File: src/rtl/flash_guard_pkg.sv
package flash_guard_pkg;

    typedef enum logic [2:0] {
        SEQ_LOCKED = 3'd0,
        SEQ_PAGE   = 3'd1,
        SEQ_KEY1   = 3'd2,
        SEQ_KEY2   = 3'd3,
        SEQ_OPEN   = 3'd4
    } seq_state_e;

    localparam logic [2:0] ADDR_PAGE   = 3'd0;
    localparam logic [2:0] ADDR_CTRL   = 3'd1;
    localparam logic [2:0] ADDR_FHI    = 3'd2;
    localparam logic [2:0] ADDR_FLO    = 3'd3;
    localparam logic [2:0] ADDR_PROT   = 3'd4;
    localparam logic [2:0] ADDR_STATUS = 3'd5;

    localparam logic [7:0] KEY_FIRST  = 8'h73;
    localparam logic [7:0] KEY_SECOND = 8'h8C;
    localparam logic [7:0] CODE_PROG  = 8'h6A;
    localparam logic [7:0] CODE_ERASE = 8'h95;

endpackage

File: src/rtl/fg_unlock_fsm.sv
module fg_unlock_fsm
    import flash_guard_pkg::*;
#(
    parameter int PAGE_W = 7
) (
    input  logic              clk,
    input  logic              rst_n,
    input  logic              page_wr,
    input  logic              ctrl_wr,
    input  logic [7:0]        wdata,
    input  logic [PAGE_W-1:0] stored_page,
    output logic              unlocked
);

    typedef struct packed {
        seq_state_e st;
    } fsm_t;

    fsm_t s_d, s_q;
    logic page_match;

    assign page_match = (wdata[PAGE_W-1:0] == stored_page);

    always_comb begin
        s_d = s_q;
        unique case (s_q.st)
            SEQ_LOCKED: begin
                if (page_wr) s_d.st = SEQ_PAGE;
            end
            SEQ_PAGE: begin
                if (ctrl_wr) s_d.st = (wdata == KEY_FIRST) ? SEQ_KEY1 : SEQ_LOCKED;
            end
            SEQ_KEY1: begin
                if (ctrl_wr)      s_d.st = (wdata == KEY_SECOND) ? SEQ_KEY2 : SEQ_LOCKED;
                else if (page_wr) s_d.st = SEQ_LOCKED;
            end
            SEQ_KEY2: begin
                if (page_wr)      s_d.st = page_match ? SEQ_OPEN : SEQ_LOCKED;
                else if (ctrl_wr) s_d.st = SEQ_LOCKED;
            end
            SEQ_OPEN: begin
                if (ctrl_wr || page_wr) s_d.st = SEQ_LOCKED;
            end
            default: s_d.st = SEQ_LOCKED;
        endcase
    end

    always_ff @(posedge clk or negedge rst_n) begin
        if (!rst_n) s_q.st <= SEQ_LOCKED;
        else        s_q <= s_d;
    end

    assign unlocked = (s_q.st == SEQ_OPEN);

endmodule

File: src/rtl/fg_freq_check.sv
module fg_freq_check #(
    parameter int FREQ_W   = 16,
    parameter int FREQ_MIN = 2000,
    parameter int FREQ_MAX = 16000
) (
    input  logic [FREQ_W-1:0] freq,
    output logic              in_range
);

    localparam logic [FREQ_W-1:0] LO = FREQ_W'(FREQ_MIN);
    localparam logic [FREQ_W-1:0] HI = FREQ_W'(FREQ_MAX);

    assign in_range = (freq >= LO) && (freq <= HI);

endmodule

File: src/rtl/fg_sector_map.sv
module fg_sector_map #(
    parameter int PAGE_W = 7,
    parameter int SECT_W = 3
) (
    input  logic [PAGE_W-1:0]      page,
    input  logic [(1<<SECT_W)-1:0] prot_mask,
    output logic                   is_protected
);

    localparam int NSECT = 1 << SECT_W;

    logic [SECT_W-1:0] sect;
    logic [NSECT-1:0]  hit;

    assign sect = page[PAGE_W-1 -: SECT_W];

    for (genvar s = 0; s < NSECT; s++) begin : g_sect
        assign hit[s] = (sect == SECT_W'(s)) && prot_mask[s];
    end

    assign is_protected = |hit;

endmodule

File: src/rtl/flash_guard_top.sv
module flash_guard_top
    import flash_guard_pkg::*;
#(
    parameter int PAGE_W   = 7,
    parameter int SECT_W   = 3,
    parameter int FREQ_MIN = 2000,
    parameter int FREQ_MAX = 16000
) (
    input  logic              clk,
    input  logic              rst_n,
    input  logic              bus_we,
    input  logic              bus_re,
    input  logic [2:0]        bus_addr,
    input  logic [7:0]        bus_wdata,
    output logic [7:0]        bus_rdata,
    output logic              cmd_prog,
    output logic              cmd_erase,
    output logic [PAGE_W-1:0] cmd_page
);

    localparam int NSECT  = 1 << SECT_W;
    localparam int FREQ_W = 16;

    typedef struct packed {
        logic [PAGE_W-1:0] page;
        logic [7:0]        fhi;
        logic [7:0]        flo;
        logic [NSECT-1:0]  prot;
        logic              viol;
        logic              prog;
        logic              erase;
    } regs_t;

    regs_t r_d, r_q;

    logic              page_wr, ctrl_wr, status_rd;
    logic              unlocked, freq_ok, page_prot;
    logic              is_cmd, cmd_ok;
    logic              sticky_viol;
    logic [FREQ_W-1:0] freq_val;
    logic [7:0]        page_rb, prot_rb, status_rb;

    assign page_wr   = bus_we && (bus_addr == ADDR_PAGE);
    assign ctrl_wr   = bus_we && (bus_addr == ADDR_CTRL);
    assign status_rd = bus_re && (bus_addr == ADDR_STATUS);
    assign freq_val  = {r_q.fhi, r_q.flo};

    fg_unlock_fsm #(.PAGE_W(PAGE_W)) u_fsm (
        .clk         (clk),
        .rst_n       (rst_n),
        .page_wr     (page_wr),
        .ctrl_wr     (ctrl_wr),
        .wdata       (bus_wdata),
        .stored_page (r_q.page),
        .unlocked    (unlocked)
    );

    fg_freq_check #(
        .FREQ_W   (FREQ_W),
        .FREQ_MIN (FREQ_MIN),
        .FREQ_MAX (FREQ_MAX)
    ) u_freq (
        .freq     (freq_val),
        .in_range (freq_ok)
    );

    fg_sector_map #(.PAGE_W(PAGE_W), .SECT_W(SECT_W)) u_sect (
        .page         (r_q.page),
        .prot_mask    (r_q.prot),
        .is_protected (page_prot)
    );

    assign is_cmd = (bus_wdata == CODE_PROG) || (bus_wdata == CODE_ERASE);
    assign cmd_ok = ctrl_wr && unlocked && is_cmd && freq_ok && !page_prot;

    always_comb begin
        r_d       = r_q;
        r_d.prog  = 1'b0;
        r_d.erase = 1'b0;

        if (page_wr) r_d.page = bus_wdata[PAGE_W-1:0];
        if (bus_we && (bus_addr == ADDR_FHI))  r_d.fhi  = bus_wdata;
        if (bus_we && (bus_addr == ADDR_FLO))  r_d.flo  = bus_wdata;
        if (bus_we && (bus_addr == ADDR_PROT)) r_d.prot = bus_wdata[NSECT-1:0];

        if (status_rd) r_d.viol = 1'b0;

        if (cmd_ok) begin
            r_d.prog  = (bus_wdata == CODE_PROG);
            r_d.erase = (bus_wdata == CODE_ERASE);
        end

        if (ctrl_wr && unlocked && is_cmd && freq_ok && page_prot)
            r_d.viol = 1'b1;
    end

    always_ff @(posedge clk or negedge rst_n) begin
        if (!rst_n) r_q <= '0;
        else        r_q <= r_d;
    end

    assign cmd_prog    = r_q.prog;
    assign cmd_erase   = r_q.erase;
    assign cmd_page    = r_q.page;
    assign sticky_viol = r_q.viol;

    always_comb begin
        page_rb                = '0;
        page_rb[PAGE_W-1:0]    = r_q.page;
        prot_rb                = '0;
        prot_rb[NSECT-1:0]     = r_q.prot;
        status_rb              = '0;
        status_rb[0]           = unlocked;
        status_rb[1]           = !freq_ok;
        status_rb[2]           = r_q.viol;
    end

    always_comb begin
        unique case (bus_addr)
            ADDR_PAGE:   bus_rdata = page_rb;
            ADDR_FHI:    bus_rdata = r_q.fhi;
            ADDR_FLO:    bus_rdata = r_q.flo;
            ADDR_PROT:   bus_rdata = prot_rb;
            ADDR_STATUS: bus_rdata = status_rb;
            default:     bus_rdata = 8'h00;
        endcase
    end

endmodule

File: config.mk
export PLATFORM = sky130hd
export DESIGN_NAME = flash_guard_top
export DESIGN_NICKNAME = d
export VERILOG_FILES = /design/src/rtl/flash_guard_pkg.sv /design/src/rtl/fg_unlock_fsm.sv /design/src/rtl/fg_freq_check.sv /design/src/rtl/fg_sector_map.sv /design/src/rtl/flash_guard_top.sv
export SDC_FILE = /design/constraint.sdc
export NUM_CORES = 1
export LEC_CHECK = 0
export BUFFER_PORTS_ARGS = -buffer_cell sky130_fd_sc_hd__buf_2
export CAP_MARGIN = 20
export CORE_MARGIN = 3
export CORE_UTILIZATION = 40
export CTS_BUF_LIST = sky130_fd_sc_hd__clkbuf_2
export CTS_CLUSTER_SIZE = 16
export DETAILED_ROUTE_END_ITERATION = 10
export GPL_TIMING_DRIVEN = 0
export PLACE_DENSITY = 0.64
export SLEW_MARGIN = 20
export SYNTH_ARGS = -nofsm -noshare
export SYNTH_HDL_FRONTEND = slang
export SYNTH_HIERARCHICAL = 1
export SYNTH_SLANG_ARGS = --single-unit
File: constraint.sdc
create_clock -name clk -period 4.1 [get_ports clk]
set_input_delay 0.205 -clock clk [delete_from_list [all_inputs] [get_ports clk]]
set_output_delay 0.205 -clock clk [all_outputs]
set_load 0.05 [all_outputs]
==> flow_metrics.tcl, run 1 <==
set metrics [dict create \
    status "finished clean" \
    period_minus_slack_ns 2.70 \
    cap_viol_max_count 0 \
    syn_area_um2 2180 \
    critPathKind "register to output pin" \
    wire_per_inst_um 18.7 \
    dr.pass1.iters 4 \
    cts_setup_buffers 0 \
    crit_path_start "freq_val[0]" \
    die_w_um 79.8 \
    synth_common_cells "37 x dfrtp_1, 18 x mux2_2, 16 x mux2_4" \
    pin_count 32 \
    yosys_warnings 6 \
    syn-instance-count 173 \
    grt_antenna_before_repair 0 \
    power_uw 1130 \
    clk_latency_ns 0.37 \
    cts_made_buffers 5 \
    dpl.hpwl_um 3770 \
    remaining_drc_errors 0 \
    synth_area_leaders "dfrtp_1 43%, mux2_4 11%, mux2_2 9.3%" \
    h-tree-depth 2 \
    dieArea_um2 6360 \
    std_cell_rows 26 \
    diodes 0 \
    synthFlopType "dfrtp_1" \
    fillers 489 \
    drt_iter0_markers 164 \
    ir_drop_v 0.000223 \
    cts_tree "done" \
    syn_avg_cell_area_um2 12.6 \
    wl_um 5260 \
    drv_slew 0 \
    setup_viol 0 \
    grt_pass1_wl_um 8900 \
    p_per_area_nw_per_um2 453 \
    design_area_um2 2490 \
    worstRegToRegCells 5 \
    post-place-cells 273 \
    min_from "bus_re" \
    die_y_um 79.8 \
    dr_total_vias 1609 \
    drive_above_1_share_pct 40.1 \
    relSlewSlack_pct 45.0 \
    gp_congestion 0.792 \
    critPathArrivalTime_ns 2.49 \
    cp-end-kind "output pin" \
    cts_hold_buf 1 \
    synth-seq-area-share_pct 42.5 \
    rsz0062_at_grt "false" \
    clock_skew_ns 0.0305 \
    stdcell_count 282 \
    finalCritPeriodShare_pct 65.8 \
    r2r_start "freq_val[0]" \
    grt.total_usage_pct 18.6 \
    core_area_um2 5170 \
    yosysMostFrequentCell "dfrtp_1" \
    start_kind "register" \
    yosysTopAreaCellShare_pct 42.5 \
    io_buffers 30 \
    clk_pin_slew_ns 0.19 \
    hold_depth 3 \
    yosysTopAreaCell "dfrtp_1" \
    cts_root_buffer "clkbuf_2" \
    vias_per_cell 5.71 \
    fmax_mhz 370 \
    final_antenna_net_count 0 \
    ys_types 43 \
    setup_tns_ns 0 \
    clock_path_buffers 2 \
    cts.sinks 37 \
    synth-edff-count 0 \
    overflow 0 \
    syn-num-nets 188 \
    path_max_fanout 3 \
    grt_max_degree 38 \
    cts-resized-gates 0 \
    tightest_slew_ns 0.826 \
    start_util_pct 42.1 \
    worstPathRequired_ns 3.89 \
    final-hold-violation-count 0 \
    area_delta_synth_final_pct 14.3 \
    grt_pass1_vias 1596 \
    placed_cell_area_um2 2410 \
    nNetsFinal 226 \
    final_core_util_pct 48.1 \
    async_flop_share_pct 100 \
    p_leak_uw 0.00110 \
    hold_path.class "input pin to register" \
    synth_seq_cells 37 \
]
-- metrics by stage --
step           setup WS (ns)  hold slack [ns]
2_1_floorplan           2.17          -0.0906
3_3_place_gp            1.89            0.352
3_5_place_dp            1.88            0.353
4_1_cts                 1.41            0.153
5_1_grt                 1.21            0.160
6_report                1.40            0.173
-- final timing paths --
path	endpoint	slack, ns
worst max-delay path	bus_rdata[1]	1.40
worst min-delay path	sticky_viol	0.17
worst max register to register	cmd_prog	2.11
worst min register to register	sticky_viol	0.52
max in group asynchronous	sticky_viol	3.13
min in group asynchronous	freq_val[4]	0.44
-- layer usage --
metal  share of wire [%]  GRT usage (%)  up-vias
li1                    -              -      755
met1                  47           26.3      803
met2                  48           28.8       43
met3                 4.8           4.40        8
met4                0.97           4.39        0
met5                   0              0        -
-- cells in the final DEF, fill, tap and decap left out, types with 4 or more instances in the layout --
cell type / instances
clkbuf_2: 6
xor2_1: 7
mux2_2: 18
nand2_1: 7
buf_2: 30
nor3_1: 5
nand3_1: 7
mux2_4: 16
dfrtp_1: 37
nor4bb_1: 4
nor2_1: 4
a22oi_1: 11
o22ai_1: 5
-- critical path: stages (launching register included) --
cell and delay (ns):
dfrtp_1 0.46, nor4b_2 0.33, nand3_1 0.14, a2111oi_2 0.56
inv_1 0.08, mux2i_1 0.19, o22ai_1 0.12, buf_2 0.24
-- report_power, final --
part | switching [uW] | internal [uW] | leakage, uW
registers | 98.3 | 439 | 0.000452
logic | 202 | 166 | 0.000606
clock network | 117 | 104 | 0.0000406
total | 418 | 709 | 0.00110
-- cell families (layout without fill, tap and decap cells) --
kind of cell	after synthesis	count (layout)	synth area share (%)
adders and majority gates	1	1	0.460
AOI/OAI and AO/OA	29	29	10.1
muxes	39	39	24.1
xor gates and xnor gates	7	7	2.82
buffers and inverters	7	46	2.59
and+or+nand+nor	53	53	17.4
DFF	37	37	42.5
-- state kept, by name, summed over array words and instances, names as in the netlist --
| signal | cells |
|---|---|
| sticky_viol | 1 |
| cmd_prog | 1 |
| freq_val | 16 |
| cmd_page | 7 |
| cmd_erase | 1 |
| u_fsm/s_q | 3 |
| prot_rb | 8 |
-- area by class of cell --
class	instances	area (um2)	share of cell area, %
buffer	6	52.6	2.11
clock buffer	6	30.0	1.21
clock inverter	2	33.8	1.36
inverter	1	3.75	0.151
multi-input combinational	129	1190	48.0
sequential	37	926	37.2
tap	70	87.6	3.52
timing repair buffer	31	160	6.44
No activity file was read; power rests on OpenSTA's default activity.
==> inputs of run 2 (changes only) <==
- PLACE_DENSITY: 0.64 -> 0.67
- clock period: 4.1 -> 2.3 ns (I/O delays scaled with it)
==> run 2 against run 1 <==
  * The run now ends with negative setup slack left
  * Worst hold slack worse by 0.11 ns
  * Critical endpoint unchanged
  * Highest routed layer unchanged
  * Largest power group unchanged
  * Via count rose by 0.56%
  * Sequential share of layout area fell by 0.35 points
  * Global-route usage down 0.63 points
  * Sequential power rose by 78%
  * Critical path depth did not move
  * Clock skew is 0.012 ns lower
  * Final cell count rose by 1.4%
  * Clock power rose by 24%
==> flow_metrics.tcl, run 2 (synthesized netlist as in run 1, its figures left out) <==
set metrics [dict create \
    tightest_slew_ns 0.807 \
    worst_path_max_delay_cell "dfrtp_1" \
    p_clk_share_pct 14.3 \
    grt_pass1_vias 1624 \
    drv_slew 0 \
    critPathKind "register to output pin" \
    grtUsageMet3_pct 3.61 \
    dieArea_um2 6360 \
    io_buffers 30 \
    critPathBufInv 2 \
    final_common_cell "dfrtp_1" \
    placed_cell_area_um2 2410 \
    hold_slack_ns 0.0624 \
    path_max_fanout 4 \
    cap_viol_max_count 0 \
    dp_slack_ns 0.139 \
    p_sw_share_pct 39.3 \
    violations "negative setup slack" \
    grt_pass1_wl_um 8690 \
    diodes 0 \
    r2r_start "freq_val[8]" \
    multi_input_area_um2 1210 \
    seq_area_um2 926 \
    nNetsFinal 230 \
    fillers 512 \
    overflow 0 \
    worst_slack_ns -0.0946 \
    status "complete, but fails checks" \
    busiest_layer "met2" \
    dr.pass1.iters 4 \
    wire_per_inst_um 18.5 \
    layout_common_cells "37 x dfrtp_1, 29 x buf_2, 18 x mux2_2" \
    cts_tree "done" \
    p_sw_uw 758 \
    finalCritPeriodShare_pct 104 \
    die_y_um 79.8 \
    start_util_pct 42.1 \
    die_w_um 79.8 \
    start_kind "register" \
    cts_root_buffer "clkbuf_2" \
    grt.total_usage_pct 17.9 \
    critical_path.max_stage_delay_ns 0.46 \
    drive_above_1_share_pct 41.2 \
    cts.sinks 37 \
    core_area_um2 5170 \
    internal-power_uw 1170 \
    vias_per_cell 5.66 \
    p_seq_share_pct 49.7 \
    drt_iter0_markers 115 \
    pin_count 32 \
    clock_skew_ns 0.0180 \
    period_minus_slack_ns 2.39 \
    dpl.hpwl_um 3750 \
    final_antenna_net_count 0 \
    cp-end-kind "output pin" \
    fmax_mhz 418 \
    relSlewSlack_pct 46.2 \
    dr_total_vias 1618 \
    grtUsageMet1_pct 25.6 \
    grt_max_degree 38 \
    setup_viol 1 \
    std_cell_rows 26 \
    ir_drop_v 0.000451 \
    p_per_area_nw_per_um2 767 \
    final-hold-violation-count 0 \
    remaining_drc_errors 0 \
    design_area_um2 2510 \
    crit_family "compound AO/OA/AOI/OAI gates" \
    h-tree-depth 2 \
    min_from "bus_re" \
    critPathArrivalTime_ns 2.28 \
    power_uw 1930 \
    worstPathRequired_ns 2.18 \
    gp_congestion 0.834 \
    crit_path_start "freq_val[8]" \
    clk_latency_ns 0.38 \
    largest_reg_flops 16 \
    area_delta_synth_final_pct 15.4 \
    rsz0062_at_grt "true" \
    path_cells "nor4b_2 -> nand3_1 -> a2111oi_4 -> inv_1 -> mux2i_1 -> o22ai_1 -> buf_4" \
    wl_um 5290 \
    cts_made_buffers 5 \
    power_frac_comb_pct 36.0 \
    hold_path.class "input pin to register" \
    clk_pin_slew_ns 0.18 \
    grt_antenna_before_repair 0 \
    p_leak_uw 0.00111 \
    grt_use_met2_pct 27.2 \
    clock_path_buffers 2 \
]
run 2: tightest hold or removal path, stage by stage:
cell and delay (ns):
buf_2 0.10, nand3_1 0.07, a32o_1 0.12
run 2: worst paths after layout:
path	to	slack (ns)	depth (start not counted)
max in group asynchronous	u_fsm/s_q[1]	1.45	2
min in group asynchronous	freq_val[11]	0.33	2
hold / removal	sticky_viol	0.06	3
setup / recovery	bus_rdata[1]	-0.09	7
hold reg to reg	sticky_viol	0.54	1
setup reg to reg	cmd_prog	0.46	6
run 2: through the flow:
step / util (%) / instances / setup TNS, ns
2_1_floorplan: - / 173 / 0
3_3_place_gp: 46.7 / 273 / 0
3_5_place_dp: 46.7 / 273 / 0
4_1_cts: 48.5 / 286 / -0.117
5_1_grt: 48.6 / 286 / -0.370
6_report: 48.6 / 286 / -0.0946
run 2: final cells by class:
class                   count  share of cell area (%)
multi-input cells         129                    48.3
plain buffers               6                    2.09
clock buffers               5                   0.996
clock inverters             3                   0.498
flip-flops and latches     37                    36.9
repair buffers             35                    7.67
inverters                   1                   0.149
well taps                  70                    3.49
run 2: metal layers:
layer	vias to the layer above	share of wire, %
li1	760	-
met5	-	0
met3	10	3.5
met4	0	1.6
met2	29	45
met1	819	50
run 2: timing repair:
item,CTS,global route
hold endpoints to repair,37,0
cloned,0,0
hold buffers,1,0
resized for setup,2,1
buffers inserted,4,0
setup endpoints to repair,1,2
pin swaps,4,0
run 2: power by group through the flow:
stage | Sequential [uW] | Combinational, uW | Clock (uW)
3_3_place_gp | 967 | 646 | 0
2_1_floorplan | 1010 | 417 | 0
3_5_place_dp | 970 | 657 | 0
4_1_cts | 956 | 696 | 289
5_1_grt | 986 | 740 | 312
6_report | 958 | 694 | 276
